[src/rtl/rop_pkg.sv]
package rop_pkg;

  localparam int unsigned OPC_W      = 5;
  localparam int unsigned OPC_LSB    = 10;
  localparam int unsigned TRANSP_BIT = 5;

  typedef enum logic [OPC_W-1:0] {
    ROP_COPY     = 5'd0,
    ROP_AND      = 5'd1,
    ROP_AND_ND   = 5'd2,
    ROP_ZERO     = 5'd3,
    ROP_OR_ND    = 5'd4,
    ROP_XNOR     = 5'd5,
    ROP_NOT_D    = 5'd6,
    ROP_NOR      = 5'd7,
    ROP_OR       = 5'd8,
    ROP_KEEP     = 5'd9,
    ROP_XOR      = 5'd10,
    ROP_NS_AND   = 5'd11,
    ROP_ONES     = 5'd12,
    ROP_NS_OR    = 5'd13,
    ROP_NAND     = 5'd14,
    ROP_NOT_S    = 5'd15,
    ROP_ADD      = 5'd16,
    ROP_ADD_SAT  = 5'd17,
    ROP_SUB      = 5'd18,
    ROP_SUB_SAT  = 5'd19,
    ROP_MAX      = 5'd20,
    ROP_MIN      = 5'd21
  } rop_code_e;

  // Truth table per Boolean code; index is {s_bit, d_bit}.
  function automatic logic [3:0] bool_table(input logic [3:0] code);
    logic [3:0] t;
    case (code)
      4'd0:    t = 4'b1100;
      4'd1:    t = 4'b1000;
      4'd2:    t = 4'b0100;
      4'd3:    t = 4'b0000;
      4'd4:    t = 4'b1101;
      4'd5:    t = 4'b1001;
      4'd6:    t = 4'b0101;
      4'd7:    t = 4'b0001;
      4'd8:    t = 4'b1110;
      4'd9:    t = 4'b1010;
      4'd10:   t = 4'b0110;
      4'd11:   t = 4'b0010;
      4'd12:   t = 4'b1111;
      4'd13:   t = 4'b1011;
      4'd14:   t = 4'b0111;
      default: t = 4'b0011;
    endcase
    return t;
  endfunction

endpackage

[src/rtl/rop_width_dec.sv]
module rop_width_dec #(
  parameter int unsigned DATA_W = 16,
  parameter int unsigned PSZ_W  = 16
) (
  input  logic [PSZ_W-1:0]  psize,
  output logic [DATA_W-1:0] wmask
);

  localparam int unsigned NSZ = $clog2(DATA_W) + 1;

  logic [NSZ-1:0]    hit;
  logic [DATA_W-1:0] cand [NSZ];

  generate
    for (genvar k = 0; k < NSZ; k++) begin : g_size
      localparam int unsigned BITS = 1 << k;
      assign hit[k]  = (psize == PSZ_W'(BITS));
      assign cand[k] = {DATA_W{1'b1}} >> (DATA_W - BITS);
    end
  endgenerate

  // Size 1 is the fallback for every unlisted value.
  always_comb begin
    wmask = cand[0];
    for (int k = 1; k < NSZ; k++) begin
      if (hit[k]) wmask = cand[k];
    end
  end

endmodule

[src/rtl/rop_alu.sv]
module rop_alu
  import rop_pkg::*;
#(
  parameter int unsigned DATA_W = 16
) (
  input  logic [DATA_W-1:0] src,
  input  logic [DATA_W-1:0] dst,
  input  rop_code_e         opcode,
  input  logic [DATA_W-1:0] wmask,
  output logic [DATA_W-1:0] res
);

  logic [DATA_W-1:0] s_m, d_m;
  logic [DATA_W:0]   sum, dif;
  logic [3:0]        tt;
  logic [DATA_W-1:0] bool_res;
  logic [DATA_W-1:0] raw;
  logic              add_ovf;

  assign s_m = src & wmask;
  assign d_m = dst & wmask;
  assign sum = {1'b0, s_m} + {1'b0, d_m};
  assign dif = {1'b0, d_m} - {1'b0, s_m};
  assign tt  = bool_table(opcode[3:0]);
  assign add_ovf = sum[DATA_W] | (|(sum[DATA_W-1:0] & ~wmask));

  generate
    for (genvar i = 0; i < DATA_W; i++) begin : g_bit
      assign bool_res[i] = tt[{s_m[i], d_m[i]}];
    end
  endgenerate

  always_comb begin
    case (opcode)
      ROP_ADD:     raw = sum[DATA_W-1:0];
      ROP_ADD_SAT: raw = add_ovf ? wmask : sum[DATA_W-1:0];
      ROP_SUB:     raw = dif[DATA_W-1:0];
      ROP_SUB_SAT: raw = dif[DATA_W] ? '0 : dif[DATA_W-1:0];
      ROP_MAX:     raw = (s_m > d_m) ? s_m : d_m;
      ROP_MIN:     raw = (s_m > d_m) ? d_m : s_m;
      default:     raw = opcode[4] ? s_m : bool_res;
    endcase
  end

  assign res = raw & wmask;

endmodule

[src/rtl/rop_write_qual.sv]
module rop_write_qual #(
  parameter int unsigned DATA_W = 16
) (
  input  logic [DATA_W-1:0] alu_res,
  input  logic [DATA_W-1:0] dst,
  input  logic [DATA_W-1:0] plane_mask,
  input  logic [DATA_W-1:0] wmask,
  input  logic              transp_en,
  output logic [DATA_W-1:0] pix,
  output logic              we
);

  assign pix = ((alu_res & ~plane_mask) | (dst & plane_mask)) & wmask;
  assign we  = !(transp_en && (pix == '0));

endmodule

[src/rtl/pixel_rop_unit.sv]
module pixel_rop_unit
  import rop_pkg::*;
#(
  parameter int unsigned DATA_W = 16,
  parameter int unsigned CTRL_W = 16,
  parameter int unsigned PSZ_W  = 16
) (
  input  logic              clk,
  input  logic              rst_n,
  input  logic              in_valid,
  input  logic [DATA_W-1:0] src_pix,
  input  logic [DATA_W-1:0] dst_pix,
  input  logic [CTRL_W-1:0] ctrl_reg,
  input  logic [PSZ_W-1:0]  psize_reg,
  input  logic [DATA_W-1:0] plane_mask,
  output logic              out_valid,
  output logic [DATA_W-1:0] out_pix,
  output logic              out_we
);

  localparam int unsigned OPC_HI = OPC_LSB + OPC_W - 1;

  rop_code_e         opcode;
  logic              transp_en;
  logic [DATA_W-1:0] wmask;
  logic [DATA_W-1:0] alu_res;
  logic [DATA_W-1:0] qual_pix;
  logic              qual_we;

  logic              vld_q, vld_d;
  logic [DATA_W-1:0] pix_q, pix_d;
  logic              we_q,  we_d;

  assign opcode    = rop_code_e'(ctrl_reg[OPC_HI:OPC_LSB]);
  assign transp_en = ctrl_reg[TRANSP_BIT];

  rop_width_dec #(.DATA_W(DATA_W), .PSZ_W(PSZ_W)) i_width (
    .psize (psize_reg),
    .wmask (wmask)
  );

  rop_alu #(.DATA_W(DATA_W)) i_alu (
    .src    (src_pix),
    .dst    (dst_pix),
    .opcode (opcode),
    .wmask  (wmask),
    .res    (alu_res)
  );

  rop_write_qual #(.DATA_W(DATA_W)) i_qual (
    .alu_res    (alu_res),
    .dst        (dst_pix),
    .plane_mask (plane_mask),
    .wmask      (wmask),
    .transp_en  (transp_en),
    .pix        (qual_pix),
    .we         (qual_we)
  );

  always_comb begin
    vld_d = in_valid;
    pix_d = pix_q;
    we_d  = 1'b0;
    if (in_valid) begin
      pix_d = qual_pix;
      we_d  = qual_we;
    end
  end

  always_ff @(posedge clk or negedge rst_n) begin
    if (!rst_n) begin
      vld_q <= 1'b0;
      pix_q <= '0;
      we_q  <= 1'b0;
    end else begin
      vld_q <= vld_d;
      pix_q <= pix_d;
      we_q  <= we_d;
    end
  end

  assign out_valid = vld_q;
  assign out_pix   = pix_q;
  assign out_we    = we_q;

endmodule

[config.mk]
export PLATFORM = sky130hd
export DESIGN_NAME = pixel_rop_unit
export DESIGN_NICKNAME = d
export VERILOG_FILES = /design/src/rtl/rop_pkg.sv /design/src/rtl/rop_width_dec.sv /design/src/rtl/rop_alu.sv /design/src/rtl/rop_write_qual.sv /design/src/rtl/pixel_rop_unit.sv
export SDC_FILE = /design/constraint.sdc
export NUM_CORES = 1
export LEC_CHECK = 0
export ABC_CLOCK_PERIOD_IN_PS = 2000
export CORE_MARGIN = 2
export CORE_UTILIZATION = 45
export DETAILED_ROUTE_END_ITERATION = 16
export DONT_BUFFER_PORTS = 1
export GPL_ROUTABILITY_DRIVEN = 0
export PLACE_DENSITY = 0.58
export SLEW_MARGIN = 20
export SYNTH_ARGS = -nofsm -noshare
export SYNTH_HDL_FRONTEND = slang
export SYNTH_HIERARCHICAL = 1
export SYNTH_SLANG_ARGS = --single-unit
[constraint.sdc]
create_clock -name clk -period 2 [get_ports clk]
set_input_delay 0.1 -clock clk [delete_from_list [all_inputs] [get_ports clk]]
set_output_delay 0.1 -clock clk [all_outputs]
set_load 0.02 [all_outputs]
==> results.yml <==
die:
  placeableCoreArea_sq_um: 10400
  floorplan.die.height_microns: 107
  floorplan.die_area_sq_um: 11600
  floorplan.die.width_microns: 107
  design.portCount: 101
  rows: 37
  initial_core_utilization_pct: 46.5
clock_tree:
  cts_made_buffers: 3
  worstSkewPairLatency_ps: 250
  cts.reportedPaths.clkPinSlew_ps: 60
  clock_tree_from_tritoncts: "done"
  tritoncts_num_sinks: 18
  root_buffer: "sky130_fd_sc_hd__clkbuf_8"
  clock_tree.buffer_depth: 2
  clock_tree.htree_level_count: 1
drt:
  drt-total-wl_microns: 20600
  drt-pass1-iter-count: 6
  via_count: 6109
  drt_iter0_markers: 432
  vias_per_cell: 6.21
  remaining_drc_errors: 0
  postRouteAntennaNets: 0
  drt-wirelength-per-cell_microns: 20.9
sta:
  timing_worst_slew_pin_value_ps: 940
  max-slew-margin-rel_pct: 36.9
  period_minus_slack_ps: 5140
  clock.fmax_mhz: 195
  rsz0062_at_grt: "true"
  setup_viol: 17
  hold_viol: 0
  drv_slew: 0
  worst_slack_ps: -3140
  final_hold_slack_ps: 5.92
  min_period_over_period_pct: 257
  fin_worst_skew_ps: 0
  totalNegativeSetupSlack_ps: -40400
logic_synthesis:
  synth-seq-cells: 18
  synth.avg_cell_area_sq_um: 7.61
  netlist_area_sq_um: 4820
  yosysWarningCount: 6
  share_of_flip_flops_with_an_asynchronous_set_or_reset_after_synthesis_pct: 100
  netlist_instances: 633
  synth_top_cell_by_area: "sky130_fd_sc_hd__mux2i_1"
  synth_top_cells_by_area: "sky130_fd_sc_hd__mux2i_1 12%, sky130_fd_sc_hd__dfrtp_1 9.3%, sky130_fd_sc_hd__ha_1 6.0%"
  synth-seq-area-share_pct: 9.35
  synthesis.nets: 739
  number_of_different_library_cells_in_the_post_synthesis_netlist: 91
  synth_top_flop_cell: "sky130_fd_sc_hd__dfrtp_1"
  synth-edff-count: 0
  synth_top_area_share_pct: 12.5
worst_setup_path:
  critPathRequiredTime_ps: 2150
  cp_data_arrival_time_ps: 5290
  critical_path.startpoint: "psize_reg[9]"
  timing.critical_path.to_type: "flip-flop"
  worstSetupPathType: "input pin to flip-flop"
  critical_path.most_common_cell: "sky130_fd_sc_hd__buf_6"
  critical_path.slowest_cell: "sky130_fd_sc_hd__or4_1"
  path_max_fanout: 5
  rr_startpoint: "out_pix[2]$_DFFE_PN0P_"
  setup.worst_path.start_class: "input pin"
  timing.critical_path.buf_inv: 7
  cpPeakStageDelay_ps: 480
  crit_family: "simple AND/OR/NAND/NOR gates"
cells_and_area:
  multi_input_comb_area_sq_um: 4490
  fillCellCount: 797
  layout.cell_area.non_filler_sq_um: 7480
  area_delta_synth_final_pct: 55.3
  final_cell_count_no_fill: 984
  final_net_count: 955
  most_common_library_cell_in_the_layout_ignoring_fill_and_taps: "sky130_fd_sc_hd__buf_4"
  drive_gt1_share_pct: 47.2
  antenna_cells_inserted: 0
  layout.area.seq_sq_um: 450
  layout_common_cells: "222 x sky130_fd_sc_hd__buf_4, 56 x sky130_fd_sc_hd__mux2i_1, 48 x sky130_fd_sc_hd__nand2_1"
placed_design:
  hpwl_microns: 14000
  detailed_place.area_sq_um: 6260
  placed_cells: 912
  detailedPlace.worstSlack_ps: -3560
  io_buffer_count: 0
pwr:
  p_leak_nw: 3.46
  worst_ir_drop_vdd_mv: 0.451
  p_per_area_nw_per_um2: 151
global_route:
  number_of_antenna_violations_at_the_first_check_in_global_routing: 0
  gr-usage-all-layers_pct: 33.5
  vias_in_the_first_global_route: 5983
  globalRoute.totalOverflow: 0
  pin_count_of_the_biggest_net_entering_global_routing: 34
  grt_first_pass_wirelength_microns: 30500
hold_path:
  min_path_type: "input pin to flip-flop"
  worst_hold_startpoint: "in_valid"
status:
  outcome: "finished with violations"
  failing_checks: "setup timing"
flow_run:
  drv_cap: 0
power breakdown:
part	internal, mW	switching (mW)	total [mW]	leakage [nW]
Combinational	0.253	0.214	0.467	3.19
Sequential	0.368	0.00758	0.376	0.247
Clock	0.175	0.115	0.290	0.0288
synthesized netlist by cell type, types with 14 or more instances:
cell                       count
sky130_fd_sc_hd__a21oi_1      19
sky130_fd_sc_hd__buf_4        14
sky130_fd_sc_hd__clkbuf_1     17
sky130_fd_sc_hd__dfrtp_1      18
sky130_fd_sc_hd__ha_1         23
sky130_fd_sc_hd__inv_1        42
sky130_fd_sc_hd__mux2i_1      60
sky130_fd_sc_hd__nand2_1      60
sky130_fd_sc_hd__nor2_1       41
sky130_fd_sc_hd__nor3_1       20
sky130_fd_sc_hd__o21ai_0      48
sky130_fd_sc_hd__xnor2_1      14
sky130_fd_sc_hd__xor2_1       18
per-layer routing:
layer / vias to the layer above / GRT usage, % / routed length, microns
met4: 0 / 15.5 / 1000
li1: 2767 / - / -
met3: 91 / 4.72 / 1680
met5: - / 0 / 0
met2: 346 / 58.0 / 9950
met1: 2905 / 40.7 / 7940
through the flow:
step / total power, mW / utilization, %
after floorplan: 0.667 / -
after global placement: 0.742 / 60.3
after detailed placement: 0.750 / 60.4
after CTS: 1.08 / 68.3
after global routing: 1.18 / 72.1
final: 1.13 / 72.1
sequential cells by signal, summed over array words and instances (netlist names):
register / flops
out_pix: 16
out_valid: 1
out_we: 1
what timing repair did:
action / 4_1_cts / 5_1_grt
hold endpoints to repair: 21 / 6
endpoints found under the setup margin: 17 / 17
hold buffers: 2 / 1
buffers inserted: 49 / 20
pin swaps: 25 / 27
cloned: 3 / 1
gates resized for setup: 64 / 68
cell type report:
class,instances,area share (%)
multi-input combinational,524,60.1
timing repair buffer,259,28.6
sequential,18,6.02
inverter,43,2.27
tap,136,2.27
clock buffer,4,0.736
kinds of logic after synthesis:
group	count (synthesis)	share of synthesized area (%)
other	1	0.0778
DFF	18	9.35
and+or+nand+nor	200	21.6
AOI/OAI and AO/OA	186	28.9
buffers and inverters	92	10.2
xor gates and xnor gates	32	5.82
muxes	79	17.6
adders and majority gates	25	6.41
final timing paths:
kind / to / slack (ps) / depth (start not counted)
setup / recovery: out_we$_DFF_PN0_ / -3140 / 25
hold / removal: out_pix[11]$_DFFE_PN0P_ / 6 / 1
setup reg to reg: out_pix[2]$_DFFE_PN0P_ / 1120 / 1
hold reg to reg: out_pix[11]$_DFFE_PN0P_ / 670 / 1
max in group asynchronous: out_valid$_DFF_PN0_ / 1180 / 1
min in group asynchronous: out_pix[11]$_DFFE_PN0P_ / 350 / 1
No activity file was read; power rests on OpenSTA's default activity.
